`config.mk`:
```
export PLATFORM = sky130hd
export DESIGN_NAME = bist_selftest
export DESIGN_NICKNAME = d
export VERILOG_FILES = /design/src/rtl/bist_pkg.sv /design/src/rtl/bist_patgen.sv /design/src/rtl/bist_cut.sv /design/src/rtl/bist_sigreg.sv /design/src/rtl/bist_seq.sv /design/src/rtl/bist_selftest.sv
export SDC_FILE = /design/constraint.sdc
export NUM_CORES = 1
export LEC_CHECK = 0
export BUFFER_PORTS_ARGS = -buffer_cell sky130_fd_sc_hd__buf_2
export CELL_PAD_IN_SITES_DETAIL_PLACEMENT = 1
export CELL_PAD_IN_SITES_GLOBAL_PLACEMENT = 1
export CORE_ASPECT_RATIO = 0.6
export CORE_MARGIN = 5
export CORE_UTILIZATION = 40
export CTS_CLUSTER_SIZE = 24
export DETAILED_ROUTE_END_ITERATION = 12
export MAX_ROUTING_LAYER = met4
export PLACE_DENSITY_LB_ADDON = 0.1
export SETUP_SLACK_MARGIN = 0.02
export SKIP_CTS_REPAIR_TIMING = 1
export SLEW_MARGIN = 20
export SYNTH_ARGS = -nofsm -noshare
export SYNTH_HDL_FRONTEND = slang
export SYNTH_HIERARCHICAL = 1
export SYNTH_SLANG_ARGS = --single-unit
```
`constraint.sdc`:
```
create_clock -name clk -period 2.1 [get_ports clk]
set_input_delay 0 -clock clk [delete_from_list [all_inputs] [get_ports clk]]
set_output_delay 0 -clock clk [all_outputs]
set_load 0.01 [all_outputs]
```
`src/rtl/bist_pkg.sv`:
```
// Shared types for the self-test controller.
// Assumes: a two-bit encoding is enough for the sequencer state.
package bist_pkg;

    typedef enum logic [1:0] {
        SEQ_IDLE = 2'd0,
        SEQ_RUN  = 2'd1,
        SEQ_CMP  = 2'd2,
        SEQ_DONE = 2'd3
    } seq_state_t;

endpackage

```
`src/rtl/bist_patgen.sv`:
```
// Pseudo-random pattern source: a Fibonacci shift register stepping left.
// Assumes: SEED is nonzero and TAPS selects a maximal-length polynomial.
module bist_patgen #(
    parameter int           W     = 8,
    parameter logic [W-1:0] TAPS  = 8'hB8,
    parameter logic [W-1:0] SEED  = 8'h01
) (
    input  logic         clk,
    input  logic         rst_n,
    input  logic         load_i,
    input  logic         step_i,
    output logic [W-1:0] pat_o
);

    logic [W-1:0] q;
    logic         fb;

    // Feedback bit from the tapped stages.
    always_comb fb = ^(q & TAPS);

    // Reseed on reset or on load, otherwise advance while stepping.
    always_ff @(posedge clk) begin
        if (!rst_n)      q <= SEED;
        else if (load_i) q <= SEED;
        else if (step_i) q <= {q[W-2:0], fb};
    end

    assign pat_o = q;

    AST_PATGEN_NONZERO: assert property (@(posedge clk) disable iff (!rst_n)
        q != '0);

endmodule

```
`src/rtl/bist_cut.sv`:
```
// Combinational logic under test, with an optional stuck-at output bit.
// Assumes: FAULT_BIT outside 0..W-1 means a fault-free circuit.
module bist_cut #(
    parameter int   W         = 8,
    parameter int   FAULT_BIT = -1,
    parameter logic FAULT_VAL = 1'b0
) (
    input  logic [W-1:0] x_i,
    output logic [W-1:0] y_o
);

    for (genvar i = 0; i < W; i++) begin : g_bit
        if (i == FAULT_BIT) begin : g_stuck
            assign y_o[i] = FAULT_VAL;
        end else begin : g_good
            assign y_o[i] = x_i[i] ^ (x_i[(i+1)%W] & x_i[(i+2)%W]);
        end
    end

endmodule

```
`src/rtl/bist_sigreg.sv`:
```
// Multiple-input signature register that folds one response word per step.
// Assumes: load_i and step_i are never high together.
module bist_sigreg #(
    parameter int           W    = 8,
    parameter logic [W-1:0] TAPS = 8'hB8
) (
    input  logic         clk,
    input  logic         rst_n,
    input  logic         load_i,
    input  logic         step_i,
    input  logic [W-1:0] d_i,
    output logic [W-1:0] sig_o
);

    logic [W-1:0] s;
    logic         fb;

    // Feedback bit from the tapped stages.
    always_comb fb = ^(s & TAPS);

    // Clear on reset or load, compact one response per step.
    always_ff @(posedge clk) begin
        if (!rst_n)      s <= '0;
        else if (load_i) s <= '0;
        else if (step_i) s <= {s[W-2:0], fb} ^ d_i;
    end

    assign sig_o = s;

endmodule

```
`src/rtl/bist_seq.sv`:
```
// Run sequencer: idle, run for N_PAT cycles, compare, then hold the result.
// Assumes: match_i is valid during the compare state.
module bist_seq
    import bist_pkg::*;
#(
    parameter int N_PAT = 255
) (
    input  logic clk,
    input  logic rst_n,
    input  logic start_i,
    input  logic match_i,
    output logic load_o,
    output logic step_o,
    output logic done_o,
    output logic pass_o
);

    localparam int            CNT_W = (N_PAT > 1) ? $clog2(N_PAT) : 1;
    localparam logic [CNT_W-1:0] LAST = CNT_W'(N_PAT - 1);

    seq_state_t       state;
    logic [CNT_W-1:0] cnt;
    logic             accept;

    // A start is honoured only when idle or finished.
    always_comb accept = start_i && (state == SEQ_IDLE || state == SEQ_DONE);

    // State, pattern count and held verdict.
    always_ff @(posedge clk) begin
        if (!rst_n) begin
            state  <= SEQ_IDLE;
            cnt    <= '0;
            done_o <= 1'b0;
            pass_o <= 1'b0;
        end else begin
            case (state)
                SEQ_IDLE, SEQ_DONE: begin
                    if (accept) begin
                        state  <= SEQ_RUN;
                        cnt    <= '0;
                        done_o <= 1'b0;
                        pass_o <= 1'b0;
                    end
                end
                SEQ_RUN: begin
                    if (cnt == LAST) state <= SEQ_CMP;
                    else             cnt   <= cnt + 1'b1;
                end
                SEQ_CMP: begin
                    done_o <= 1'b1;
                    pass_o <= match_i;
                    state  <= SEQ_DONE;
                end
                default: state <= SEQ_IDLE;
            endcase
        end
    end

    assign load_o = accept;
    assign step_o = (state == SEQ_RUN);

    AST_PASS_NEEDS_DONE: assert property (@(posedge clk) disable iff (!rst_n)
        pass_o |-> done_o);
    AST_DONE_HELD: assert property (@(posedge clk) disable iff (!rst_n)
        (done_o && !start_i) |=> done_o);
    AST_BUSY_IGNORES_START: assert property (@(posedge clk) disable iff (!rst_n)
        (state == SEQ_RUN && cnt != LAST) |=> (state == SEQ_RUN));
    AST_CNT_BOUND: assert property (@(posedge clk) disable iff (!rst_n)
        (state == SEQ_RUN) |-> (cnt <= LAST));

endmodule

```
`src/rtl/bist_selftest.sv`:
```
// Top of the self-test wrapper: pattern source, logic under test,
// signature register and sequencer, with the golden comparison.
// Assumes: GOLDEN is the fault-free signature for SEED and N_PATTERNS.
module bist_selftest #(
    parameter int           W          = 8,
    parameter logic [W-1:0] TAPS       = 8'hB8,
    parameter logic [W-1:0] SEED       = 8'h01,
    parameter int           N_PATTERNS = 255,
    parameter logic [W-1:0] GOLDEN     = 8'h00,
    parameter int           FAULT_BIT  = -1,
    parameter logic         FAULT_VAL  = 1'b0
) (
    input  logic         clk,
    input  logic         rst_n,
    input  logic         start_i,
    output logic         done_o,
    output logic         pass_o,
    output logic [W-1:0] sig_o
);

    logic         load;
    logic         step;
    logic         match;
    logic [W-1:0] pat;
    logic [W-1:0] resp;

    // Signature comparison against the stored good value.
    always_comb match = (sig_o == GOLDEN);

    bist_seq #(.N_PAT(N_PATTERNS)) seq_u (
        .clk(clk), .rst_n(rst_n), .start_i(start_i), .match_i(match),
        .load_o(load), .step_o(step), .done_o(done_o), .pass_o(pass_o)
    );

    bist_patgen #(.W(W), .TAPS(TAPS), .SEED(SEED)) gen_u (
        .clk(clk), .rst_n(rst_n), .load_i(load), .step_i(step), .pat_o(pat)
    );

    bist_cut #(.W(W), .FAULT_BIT(FAULT_BIT), .FAULT_VAL(FAULT_VAL)) cut_u (
        .x_i(pat), .y_o(resp)
    );

    bist_sigreg #(.W(W), .TAPS(TAPS)) sig_u (
        .clk(clk), .rst_n(rst_n), .load_i(load), .step_i(step),
        .d_i(resp), .sig_o(sig_o)
    );

    AST_SIG_CLEARED: assert property (@(posedge clk) disable iff (!rst_n)
        load |=> (sig_o == '0));
    AST_SIG_FROZEN: assert property (@(posedge clk) disable iff (!rst_n)
        (done_o && !start_i) |=> $stable(sig_o));

endmodule

```
After elaboration in Yosys (flattened, before gate mapping). Index checks and enable logic that the tools add are counted.

Bits in registers: 28. Bits of input ports: 3. Word-level logic and storage cells: 54.

Add/subtract/negate cells: 1. Equality and inequality tests: 7. Multiplexer cells: 9. Bitwise operators: 18. Reductions and logical operators: 13.

Operators with widths (count): $mux W8 (2); $pmux W8 S2 (1); $reduce_xor A8 Y1 (2); $add A8 B1 Y8 const B (1); $and A1 B1 Y1 (8); $eq A8 B8 Y1 const B (1); $logic_not A8 Y1 (1); $xor A1 B1 Y1 (8); $xor A8 B8 Y8 (1); $pmux W2 S3 (1); $eq A2 B2 Y1 const B (2); $mux W2 (2); $ne A2 B2 Y1 const B (2); $pmux W1 S2 (2); $reduce_and A2 Y1 (2); $reduce_bool A2 Y1 (2); $reduce_or A2 Y1 (2); $reduce_and A3 Y1 (1); $eq A2 B1 Y1 const B (1); $logic_not A2 Y1 (1); $ne A2 B1 Y1 const B (1); $logic_and A1 B1 Y1 (1); $logic_or A1 B1 Y1 (1); $mux W1 (1); $not A1 Y1 (1).

Depth between registers and ports, before layout.
Word-level depth: 5. Gate-level depth with buffers: 7. Gate-level depth less buffers: 6.

Cells and area by module. Netlist, hierarchy kept.

By module, submodules not included: bist_seq (times used 1, cells each 79, area an instance 723.2 µm²); bist_sigreg (times used 1, cells each 41, area an instance 409.1 µm²); bist_patgen (times used 1, cells each 30, area an instance 312.8 µm²); bist_cut (times used 1, cells each 16, area an instance 100.1 µm²); bist_selftest (times used 1, cells each 3, area an instance 18.8 µm²).

Worst setup path before layout. Ideal clock, no wire load.

Path type: flip-flop to flip-flop. From: register seq_u.state[0]. To: register sig_u.s[0], in the netlist sig_u/sig_o[0]. Arrival time: 1.634 ns. Setup slack: 0.393 ns. Stages on the path, launching flop included: 8. Buffers on the path: 1. Cell sequence: dfxtp_1 > inv_1 > ha_1 > and2_1 > nand2b_4 > buf_6 > or3_1 > o211ai_2.

Cells in the longest elaborated chain, start to end: 4.

RTL lines: start: declaration (RTL line bist_seq.sv:21) `seq_state_t state;`; start signal: assignment (RTL line bist_seq.sv:31) `state <= SEQ_IDLE;`; start signal: assignment (RTL line bist_seq.sv:39) `state <= SEQ_RUN;`; start signal: assignment (RTL line bist_seq.sv:46) `if (cnt == LAST) state <= SEQ_CMP;`; $eq A2 B2 Y1 / $logic_not A2 Y1 (equally long branches) (RTL line bist_seq.sv:26) `always_comb accept = start_i && (state == SEQ_IDLE || state == SEQ_DONE);`; $logic_or A1 B1 Y1 (*) (RTL line bist_seq.sv:26); $logic_and A1 B1 Y1 (*) (RTL line bist_seq.sv:26); named net load (RTL line bist_selftest.sv:21) `logic load;`; $reduce_or A2 Y1 (no source line) (*); end signal: assignment (RTL line bist_sigreg.sv:25) `else if (step_i) s <= {s[W-2:0], fb} ^ d_i;`; end: declaration (RTL line bist_sigreg.sv:15) `logic [W-1:0] s;`.

The timed path passes the listed nets; every way through them passes the cells marked *. A chain may end at the register's enable or synchronous reset.

Final worst setup path.
From: register seq_u.state[0]. To: register seq_u.cnt[2].

Cells in the longest elaborated chain, start to end: 5.

RTL lines: $eq A2 B2 Y1 / $logic_not A2 Y1 (equally long branches) (RTL line bist_seq.sv:26, bist_seq.sv:36); $logic_or A1 B1 Y1 (RTL line bist_seq.sv:26); $logic_and A1 B1 Y1 (RTL line bist_seq.sv:26); $ne A2 B1 Y1 (no source line); $reduce_and A3 Y1 (no source line); end signal: assignment (RTL line bist_seq.sv:47) `else cnt <= cnt + 1'b1;`; end: declaration (RTL line bist_seq.sv:22) `logic [CNT_W-1:0] cnt;`.

Parallel ways exist; a longest one is shown, timed or not.

==> results_dict.tcl <==
set metrics [dict create \
    vdd_ir_drop_max_mv 0.5819 \
    netlist_instances 169 \
    root_buffer "clkbuf_8" \
    synthesis.area_um2 1564 \
    nFillCells 450 \
    clk_path_buf_depth 2 \
    cp-end-kind "flip-flop" \
    r2r_slack_ns 0.28 \
    synthArstFlopShare_pct 0 \
    dieArea_um2 5302 \
    setup_viol 0 \
    drive_gt1_share_pct 17.22 \
    area_growth_pct 9.440 \
    setup_tns_ns 0 \
    finClkSkew_ns 0.003590 \
    maxCapViolCount 0 \
    antenna_cells 0 \
    synth_top_area_share_pct 35.84 \
    clock_sinks 28 \
    synth_compound_area_share_pct 17.68 \
    crit_path_max_fanout 7 \
    hold_start "start_i" \
    hold_path_end "seq_u/state[1]" \
    reg2reg_from "seq_u/state[0]" \
    arrival_ns 1.99 \
    ys_ff_latch 28 \
    reg2reg_depth 6 \
    crit_type "flip-flop to flip-flop" \
    hold_slack_ns 0.05411 \
    grt_pass1_vias 1196 \
    nNetsFinal 189 \
    antenna_found_initial 0 \
    synth_top_family_by_area "simple AND/OR/NAND/NOR gates" \
    io_buffers 12 \
    drcViolationCount 0 \
    slew_violations 0 \
    status "finished, final reports clean" \
    wl_per_cell_um 15.59 \
    synth_adder_area_share_pct 4.000 \
    p_leak_nw 0.6386 \
    synth_most_common_cell "dfxtp_1" \
    finalWirelength_um 3538 \
    htreeDepth 1 \
    postPlaceCellArea_um2 1657 \
    rsz0062_at_grt "no" \
    start_util_pct 42.02 \
    ant_nets 0 \
    grt_usage_pct 14.68 \
    stdcell_area_um2 1712 \
    cts_buffers 3 \
    io_pins 13 \
    min_path_cells 3 \
    post-synth-top-area-cell "dfxtp_1" \
    dpl.hpwl_um 2783 \
    drt_iter0_drc 53 \
    total_power_w 0.002010 \
    synth_ff_type "dfxtp_1" \
    synth_area_per_cell_um2 9.254 \
    worstSetupStartpointType "flip-flop" \
    synthMuxAreaShare_pct 5.760 \
    fp.dieH_um 58.44 \
    worst_pin_slew_ns 0.3970 \
    place_inst 223 \
    vias 1214 \
    synth_commonest_cells "28 x dfxtp_1, 20 x nor2_1, 17 x xnor2_1" \
    synth_edf_count 0 \
    syn_nets 177 \
    cts_tree "built" \
    hold_viol 0 \
    crit_required_ns 2.27 \
    synth_xor_area_share_pct 12.08 \
    grt_max_degree 26 \
    clock.fmax_ghz 0.5495 \
    clk_pin_slew_ns 0.09 \
    synthSimpleGateAreaFrac_pct 20.32 \
    timing.final.crit_share_pct 86.66 \
    gp_congestion 0.7289 \
    coreArea_um2 3722 \
    worstHoldPathType "input port to flip-flop" \
    first_pass_iters 4 \
    clk_latency_ns 0.27 \
    grt_pass1_wl_um 6085 \
    fin_cells 227 \
    powerDensity_nw_per_um2 1174 \
    ys_seq_area_share_pct 35.84 \
    min_period_ns 1.820 \
    synth_warnings 6 \
    grt-ovfl-total 0 \
    yosysUniqueCellTypes 53 \
    relSlewSlack_pct 72.78 \
    avgViaCountPerCell 5.348 \
    rows 17 \
    die_w_um 90.73 \
    reg2reg_to "seq_u/cnt[2]" \
    synthTopCellsByArea "dfxtp_1 36%, xnor2_1 9.5%, mux2i_1 5.8%" \
]
-- layout make-up --
class	instances	area, µm²	share of cell area [%]
multi-input combinational	127	935.9	54.68
sequential	28	560.5	32.75
clock buffer	4	55.05	3.216
timing repair buffer	14	75.07	4.386
tap	47	58.81	3.436
inverter	7	26.28	1.535
-- power breakdown --
part / internal, W / total [W] / switching (W)
registers: 0.000633 / 0.000763 / 0.000129
logic: 0.000406 / 0.000912 / 0.000506
clock network: 0.000168 / 0.000335 / 0.000168
total: 0.00121 / 0.00201 / 0.000803
-- worst max-delay path by stage --
| stage | start | end | slack (ns) | depth (start not counted) |
|---|---|---|---|---|
| after floorplan | seq_u/state[0] | sig_u/sig_o[0] | 0.39 | 7 |
| after global placement | seq_u/state[0] | seq_u/cnt[2] | 0.39 | 6 |
| after detailed placement | seq_u/state[0] | seq_u/cnt[2] | 0.32 | 6 |
| after CTS | seq_u/state[0] | seq_u/cnt[4] | 0.28 | 6 |
| after global routing | seq_u/state[0] | seq_u/cnt[4] | 0.19 | 6 |
| final | seq_u/state[0] | seq_u/cnt[2] | 0.28 | 6 |
-- sequential cells by signal, summed over array words and instances (netlist names) --
register / count
gen_u/pat_o: 8
seq_u/cnt: 8
sig_u/sig_o: 8
seq_u/state: 2
seq_u/done_o: 1
seq_u/pass_o: 1
-- worst max-delay path: stages, from the launching register on --
cell and delay [ns]:
dfxtp_1 0.41, inv_1 0.06, ha_1 0.35, mux2i_1 0.21, a31oi_4 0.30, o21ai_0 0.15
a31o_1 0.23
-- metal layers --
metal	GRT usage, %	routed length [µm]	up-vias
li1	-	-	610
met5	-	0	-
met3	3.576	99	2
met4	1.274	12	0
met2	20.79	1426	11
met1	21.74	2000	591
-- cell usage in the layout, fill, tap and decap left out, types with 2 or more instances in the layout --
cell type	count
dfxtp_1	28
nor2_1	20
xnor2_1	17
nand2_1	15
buf_2	12
mux2i_1	9
a211oi_1	8
inv_1	7
ha_1	5
clkbuf_8	4
nand3_1	4
o21ai_0	4
nand2b_1	3
or4_1	2
xor2_1	2
buf_4	2
a21boi_0	2
or3_1	2
a21oi_1	2
nor4_1	2
-- logic make-up (layout without fill, tap and decap cells) --
group,after synthesis,in the layout
buffers and inverters,14,25
muxes,9,9
DFF,28,28
xor gates and xnor gates,20,20
and+or+nand+nor,61,61
AOI/OAI and AO/OA,32,32
adders and majority gates,5,5
-- through the flow --
stage / utilization, % / setup slack [ns]
3_3_place_gp: 44.50 / 0.3900
5_1_grt: 45.98 / 0.1855
4_1_cts: 45.98 / 0.2828
6_report: 45.98 / 0.2802
3_5_place_dp: 44.50 / 0.3196
2_1_floorplan: - / 0.3925
(Power assumes the default switching activity.)
